==> src/rtl/rb_to_binary.sv <==
module rb_to_binary #(
  parameter int W          = 32,
  parameter bit USE_RIPPLE = 1'b0
) (
  input  logic [W-1:0] pos_row,
  input  logic [W-1:0] neg_row,
  output logic [W-1:0] result
);

  logic [W-1:0] opa, opb;
  assign opa = pos_row;
  assign opb = ~neg_row;

  if (USE_RIPPLE) begin : g_ripple
    logic [W-2:0] cy;
    for (genvar j = 0; j < W; j++) begin : g_bit
      if (j == 0) begin : g_lsb
        assign result[0] = ~(opa[0] ^ opb[0]);
        assign cy[0]     = opa[0] | opb[0];
      end else if (j < W-1) begin : g_mid
        assign result[j] = opa[j] ^ opb[j] ^ cy[j-1];
        assign cy[j]     = (opa[j] & opb[j]) | ((opa[j] ^ opb[j]) & cy[j-1]);
      end else begin : g_msb
        assign result[j] = opa[j] ^ opb[j] ^ cy[j-1];
      end
    end
  end else begin : g_ling
    localparam int LV = $clog2((W + 1) / 2);
    // Node 0 carries the constant carry-in; node k>0 is operand bit k-1.
    logic [W-1:0] gx, tx;
    logic [W-1:0] hl [LV+1];
    logic [W-1:0] cx;

    assign gx = {opa[W-2:0] & opb[W-2:0], 1'b1};
    assign tx = {opa[W-2:0] | opb[W-2:0], 1'b1};

    assign hl[0][0] = gx[0];
    assign hl[0][W-1:1] = gx[W-1:1] | gx[W-2:0];

    for (genvar l = 0; l < LV; l++) begin : g_lvl
      localparam int D = 2 << l;
      for (genvar k = 0; k < W; k++) begin : g_node
        if (k >= D) begin : g_comb
          assign hl[l+1][k] = hl[l][k] | ((&tx[k-1:k-D]) & hl[l][k-D]);
        end else begin : g_pass
          assign hl[l+1][k] = hl[l][k];
        end
      end
    end

    assign cx = tx & hl[LV];
    assign result = opa ^ opb ^ cx;
  end

endmodule

==> config.mk <==
export PLATFORM = sky130hd
export DESIGN_NAME = rb_to_binary
export DESIGN_NICKNAME = d
export VERILOG_FILES = /design/src/rtl/rb_to_binary.sv
export SDC_FILE = /design/constraint.sdc
export NUM_CORES = 1
export LEC_CHECK = 0
export ABC_AREA = 1
export CAP_MARGIN = 20
export CORE_AREA = 2 2 88 69
export DETAILED_ROUTE_END_ITERATION = 8
export DIE_AREA = 0 0 90 71
export DONT_BUFFER_PORTS = 1
export PLACE_DENSITY_LB_ADDON = 0.15
export SKIP_LAST_GASP = 1
export SLEW_MARGIN = 40
export SYNTH_ARGS = -nofsm -noshare
export SYNTH_HDL_FRONTEND = slang
export SYNTH_SLANG_ARGS = --single-unit
==> constraint.sdc <==
create_clock -name vclk -period 1.8
set_clock_uncertainty 0.2 [all_clocks]
set_input_delay 0.09 -clock vclk [all_inputs]
set_output_delay 0.09 -clock vclk [all_outputs]
set_load 0.02 [all_outputs]
==> results of run 1 <==
-- tightest hold or removal path: stages --
cell	delay [ns]
xnor2_1	0.05
nand2_1	0.07
nand2_2	0.09
-- cell families (layout without fill, tap and decap cells) --
| group | after synthesis | after routing | synth area share, % |
|---|---|---|---|
| buffers and inverters | 186 | 199 | 21.5 |
| and+or+nand+nor | 333 | 333 | 45.2 |
| xor gates and xnor gates | 16 | 16 | 4.32 |
| adders and majority gates | 63 | 63 | 24.3 |
| AOI/OAI and AO/OA | 28 | 28 | 4.67 |
-- timing repair --
action,in CTS,in global routing
resized for setup,0,29
setup endpoints to repair,0,20
hold buffers,0,0
-- layout make-up --
class                      instances  area (sq um)
inverter                         186           698
tap                               78          97.6
timing repair buffer              13          97.6
multi-input combinational        440          2630
fill                             600          2060
-- power by group through the flow --
stage	Sequential (mW)	Clock [mW]	Combinational [mW]
after floorplan	0	0	0.922
after global routing	0	0	1.40
after detailed placement	0	0	1.21
after global placement	0	0	1.20
final	0	0	1.27
after CTS	0	0	1.22
-- path summary, 6_finish.rpt --
path	start	to	slack [ns]
setup / recovery	pos_row[4]	result[15]	0.12
hold / removal	pos_row[31]	result[31]	0.19
-- synthesized netlist by cell type (all sizes together) (3+ instances only) --
| master | number | area (sq um) |
|---|---|---|
| a21oi | 19 | 98.9 |
| ha | 63 | 788 |
| inv | 186 | 698 |
| nand2 | 212 | 811 |
| nand3 | 23 | 140 |
| nand3b | 8 | 60.1 |
| nor2 | 84 | 415 |
| o21ai | 6 | 30.0 |
| or2 | 3 | 18.8 |
| xnor2 | 12 | 105 |
| xor2 | 4 | 35.0 |
-- layer usage --
layer | share of wire [%] | up-vias | GRT usage [%]
li1 | - | 1826 | -
met1 | 50 | 1518 | 40.7
met2 | 39 | 156 | 40.9
met3 | 11 | 2 | 5.22
met4 | 0.011 | 0 | 0.342
met5 | 0 | - | 0
-- stage by stage --
| stage | instance area [sq um] | worst slack [ns] | setup TNS [ns] | hold slack (ns) |
|---|---|---|---|---|
| global route | 3520 | -0.0292 | -0.0836 | 0.212 |
| global placement | 3440 | 0.0460 | 0 | 0.169 |
| detailed placement | 3440 | 0.0541 | 0 | 0.192 |
| floorplan | 3240 | 0.243 | 0 | 0.162 |
| CTS | 3440 | 0.0543 | 0 | 0.191 |
| finish | 3520 | 0.116 | 0 | 0.195 |
==> results_dict.tcl, run 1 <==
set metrics [dict create \
    hp-class "input port to output pin" \
    drc 0 \
    antenna_found_initial 0 \
    firstDrtPassIters 7 \
    ys_types 25 \
    initial_core_util_pct 58.1 \
    cp-start-kind "input port" \
    crit_cells 10 \
    track_usage_pct 26.6 \
    critical_path_class "input port to output pin" \
    arrival_ns 1.39 \
    die_y_um 71 \
    critPathMaxStageDelay_ns 0.26 \
    crit_required_ns 1.51 \
    die-area_sq_mm 0.00639 \
    clkPwrFrac_pct 0 \
    finalCritPeriodShare_pct 93.5 \
    avgViaCountPerCell 4.88 \
    worst_pin_slew_ns 0.512 \
    crit_family "simple AND/OR/NAND/NOR gates" \
    num_vias 3502 \
    hold_viol_final 0 \
    p_leak_nw 2.43 \
    path_buf_inv 2 \
    ios 96 \
    die_w_um 90 \
    grt_pass1_wl_um 14200 \
    dp_hpwl_um 7920 \
    grt_pass1_vias 3196 \
    syn_nets 753 \
    drt_wl_total_um 8720 \
    overflow 0 \
    crit_fanout 3 \
    hold_path_depth 3 \
    p_per_area_mw_per_mm2 360 \
    synthesis.area_sq_mm 0.00324 \
    seqPwrFrac_pct 0 \
    max_freq_mhz 594 \
    final_common_cell "nand2_1" \
    synth-seq-area-share_pct 0 \
    layout-drive-gt1-share_pct 13.1 \
    fin_cells 717 \
    nets 768 \
    cp_cell_sequence "inv_1 -> ha_1 -> nor2_1 -> a21oi_1 -> nand2_1 -> nand2_1 -> nand2_2 -> nand2_2 -> xnor2_1 -> buf_4" \
    p_int_mw 0.437 \
    fin_util_pct 63.1 \
    io_buffers 0 \
    power_switching_mw 0.833 \
    syn_inst 626 \
    fin_crit_ns 1.68 \
    crit_slowest_cell "nor2_1" \
    antennaDiodeCount 0 \
    synth_warnings 0 \
    seq_cells 0 \
    outcome "finished, final reports clean" \
    switching_share_pct 65.6 \
    regArea_sq_um 0 \
    cap_violations 0 \
    grt_setup_unrepaired "true" \
    core_area_sq_mm 0.00559 \
    first_iter_violations 206 \
    ir_worst_vdd_uv 206 \
    rows 24 \
    antenna_left 0 \
    gp_congestion 0.956 \
    setup_violations 0 \
    dp_cells 717 \
    syn_area_per_cell_sq_um 5.18 \
    clock_buffers 0 \
    slew_headroom_pct 65.6 \
    grt_max_degree 6 \
    layout_common_cells "nand2_1 (196), inv_1 (173), ha_1 (61)" \
    syn2layout_area_growth_pct 8.56 \
    final_max_slew_viol_count 0 \
    power_frac_comb_pct 100.0 \
    avgRoutedWirePerCell_um 12.2 \
    end_kind "output pin" \
    cts_setup_buffers 0 \
    p_total_mw 1.27 \
]
No activity file was read; power rests on OpenSTA's default activity.
==> run 2: changes to the inputs <==
--- a/config.mk
+++ b/config.mk
@@ -5,11 +5,10 @@
 export SDC_FILE = /design/constraint.sdc
 export NUM_CORES = 1
 export LEC_CHECK = 0
-export ABC_AREA = 1
 export CAP_MARGIN = 20
-export CORE_AREA = 2 2 88 69
+export CORE_AREA = 2 2 77 61
 export DETAILED_ROUTE_END_ITERATION = 8
-export DIE_AREA = 0 0 90 71
+export DIE_AREA = 0 0 79 63
 export DONT_BUFFER_PORTS = 1
 export PLACE_DENSITY_LB_ADDON = 0.15
 export SKIP_LAST_GASP = 1
==> results_dict.tcl, run 2 <==
set metrics [dict create \
    initial_core_util_pct 57.0 \
    error "[ERROR DPL-0033] detailed placement checks failed during check placement." \
    dpl_cell_area_sq_mm 0.00363 \
    syn_area_per_cell_sq_um 6.95 \
    syn_inst 349 \
    cts_setup_buffers 13 \
    io_buffers 0 \
    ios 96 \
    cts_hold_buf 0 \
    dp_hpwl_um 6930 \
    stop_stage "clock tree synthesis (4_1_cts)" \
    rows 21 \
    outcome "stopped before the end" \
    cts-resized-gates 100 \
    syn_nets 476 \
    yosys-top-cells-count "inv_1 (65), ha_1 (63), nor2_1 (58)" \
    yosys.area.top_type_share_pct 32.5 \
    synth-seq-area-share_pct 0 \
    die_w_um 79 \
    yosysMostFrequentCell "inv_1" \
    die_y_um 63 \
    yosysTopAreaCell "ha_1" \
    pre_cts_slack_ns -0.427 \
    synthesis.area_sq_mm 0.00243 \
    ys_top_cells_by_area "ha_1 (32%), inv_1 (10%), nor2_1 (9.0%)" \
    gp_congestion 0.981 \
    synth_warnings 0 \
    ys_types 47 \
]
run 2: changes by cell type after synthesis, sizes merged, moves of 7 or more:
cell,change
xor2,+19
nand3b,-7
nand2,-201
nor2,-24
o31ai,+22
nand3,-19
nor4,+13
inv,-121
run 2: kinds of logic after synthesis:
group                      count (synthesis)  share of synthesized area, %
AOI/OAI and AO/OA                         72                          21.1
xor gates and xnor gates                  32                          11.6
adders and majority gates                 63                          32.5
buffers and inverters                     69                          11.1
and+or+nand+nor                          113                          23.7
run 2: stage by stage:
step           cells  utilization (%)  TNS (ns)  hold WS, ns
2_1_floorplan    349                -     -2.03        0.158
3_3_place_gp     507             85.3     -6.22        0.164
3_5_place_dp     507             85.3     -7.09        0.167
==> run 3: changes to the inputs <==
--- a/config.mk
+++ b/config.mk
@@ -6,9 +6,9 @@
 export NUM_CORES = 1
 export LEC_CHECK = 0
 export CAP_MARGIN = 20
-export CORE_AREA = 2 2 77 61
+export CORE_AREA = 2 2 81 83
 export DETAILED_ROUTE_END_ITERATION = 8
-export DIE_AREA = 0 0 79 63
+export DIE_AREA = 0 0 83 85
 export DONT_BUFFER_PORTS = 1
 export PLACE_DENSITY_LB_ADDON = 0.15
 export SKIP_LAST_GASP = 1
==> results_dict.tcl, run 3 <==
set metrics [dict create \
    dp_hpwl_um 6350 \
    critical_path_class "input port to output pin" \
    hold_path_depth 2 \
    layout-drive-gt1-share_pct 55.8 \
    clock_buffers 0 \
    synth-seq-area-share_pct 0 \
    yosys.area.top_type_share_pct 32.5 \
    seqPwrFrac_pct 0 \
    die_y_um 85 \
    cap_violations 0 \
    fin_crit_ns 2.09 \
    yosysTopAreaCell "ha_1" \
    arrival_ns 1.80 \
    nets 582 \
    overflow 0 \
    ios 96 \
    slew_headroom_pct 67.4 \
    top_layer "met4" \
    die_w_um 83 \
    crit_fanout 4 \
    clkPwrFrac_pct 0 \
    syn_inst 349 \
    drt_wl_total_um 7640 \
    cts_hold_buf 0 \
    fillCellCount 487 \
    timing.final.ws_setup_ns -0.295 \
    syn_nets 476 \
    p_total_mw 1.70 \
    ys_top_cells_by_area "ha_1 (32%), inv_1 (10%), nor2_1 (9.0%)" \
    grt_pass1_wl_um 12800 \
    first_iter_violations 73 \
    p_int_mw 0.827 \
    final_max_slew_viol_count 0 \
    power_frac_comb_pct 100.0 \
    grt_max_degree 9 \
    initial_core_util_pct 39.1 \
    wl_met1_um 2800 \
    avgViaCountPerCell 5.25 \
    io_buffers 0 \
    finalCritPeriodShare_pct 116 \
    cp_cell_sequence "inv_8 -> ha_4 -> nor2_4 -> o311ai_2 -> a31o_2 -> nor4b_4 -> o21ai_1 -> a21oi_2 -> xor2_2" \
    crit_slowest_cell "nor4b_4" \
    fin_tns_setup_ns -3.79 \
    firstDrtPassIters 4 \
    synthesis.area_sq_mm 0.00243 \
    wl_met2_um 4380 \
    hold_viol_final 0 \
    layout_common_cells "buf_4 (94), inv_1 (50), nor2_1 (41)" \
    grt_pass1_vias 3027 \
    avgRoutedWirePerCell_um 14.4 \
    gp_congestion 0.899 \
    grt_setup_unrepaired "true" \
    syn_area_per_cell_sq_um 6.95 \
    regArea_sq_um 0 \
    final_common_cell "buf_4" \
    yosys-top-cells-count "inv_1 (65), ha_1 (63), nor2_1 (58)" \
    p_per_area_mw_per_mm2 392 \
    max_freq_mhz 477 \
    drc 0 \
    switching_share_pct 51.2 \
    core_area_sq_mm 0.00620 \
    rows 29 \
    pre_cts_slack_ns -0.396 \
    hp-class "input port to output pin" \
    outcome "complete, but fails checks" \
    track_usage_pct 21.0 \
    antennaDiodeCount 0 \
    ys_types 47 \
    seq_cells 0 \
    yosysMostFrequentCell "inv_1" \
    power_switching_mw 0.869 \
    violations "setup timing" \
    ir_worst_vdd_uv 221 \
    critPathMaxStageDelay_ns 0.38 \
    synth_warnings 0 \
    crit_required_ns 1.51 \
    die-area_sq_mm 0.00706 \
    hold-worst-slack_ns 0.163 \
    worst_pin_slew_ns 0.486 \
    cp-start-kind "input port" \
    antenna_found_initial 0 \
    p_leak_nw 2.00 \
    fin_util_pct 69.7 \
    route.met3.wl_um 285 \
    syn2layout_area_growth_pct 78.2 \
    antenna_left 0 \
    end_kind "output pin" \
    num_vias 2784 \
    setup_violations 21 \
]
==> run 3: cell counts after synthesis <==
No cell type changed its count.
==> run 3: worst paths after layout <==
check,start,endpoint,slack [ns]
min,neg_row[0],result[0],0.16
max,pos_row[0],result[23],-0.29
==> run 3: worst max-delay path, delay by kind of cell <==
family / cells / cell delay (ns)
AO/OA/AOI/OAI: 4 / 0.74
XOR/XNOR: 1 / 0.28
adder cells (fa/ha/maj): 1 / 0.16
buffers and inverters: 1 / 0.01
AND/OR/NAND/NOR: 2 / 0.51
==> run 3: power by group through the flow <==
| stage | Clock, mW | Sequential (mW) | Combinational (mW) |
|---|---|---|---|
| 3_5_place_dp | 0 | 0 | 1.40 |
| 3_3_place_gp | 0 | 0 | 1.39 |
| 4_1_cts | 0 | 0 | 1.61 |
| 5_1_grt | 0 | 0 | 1.82 |
| 2_1_floorplan | 0 | 0 | 0.918 |
| 6_report | 0 | 0 | 1.70 |
==> run 3: timing repair <==
item / in CTS / in global routing
endpoints found under the hold margin: 0 / 0
resized for setup: 107 / 42
setup endpoints to repair: 24 / 23
pin swaps: 53 / 38
setup buffers: 8 / 6
==> run 3: final cells by class <==
| class | instances | area (sq um) | share of cell area (%) |
|---|---|---|---|
| repair buffers | 108 | 863 | 20.0 |
| well taps | 77 | 96.3 | 2.23 |
| multi-input cells | 280 | 3060 | 70.8 |
| inverters | 65 | 304 | 7.03 |
==> run 3: logic make-up after synthesis <==
logic type / Yosys count / synth area share (%)
AND/OR/NAND/NOR: 113 / 23.7
adder cells (fa/ha/maj): 63 / 32.5
buffers and inverters: 69 / 11.1
XOR/XNOR: 32 / 11.6
AO/OA/AOI/OAI: 72 / 21.1
==> run 3: per-layer routing <==
| metal | vias to the layer above | global-route usage (%) |
|---|---|---|
| met3 | 16 | 0.681 |
| met5 | - | 0 |
| met4 | 0 | 4.92 |
| met1 | 1295 | 22.6 |
| li1 | 1387 | - |
| met2 | 86 | 44.4 |
==> run 3: stage by stage <==
step / instance area, sq um / std cells
6_report: 4320 / 530
5_1_grt: 4320 / 530
3_5_place_dp: 3610 / 522
3_3_place_gp: 3610 / 522
2_1_floorplan: 2800 / 349
4_1_cts: 4120 / 528
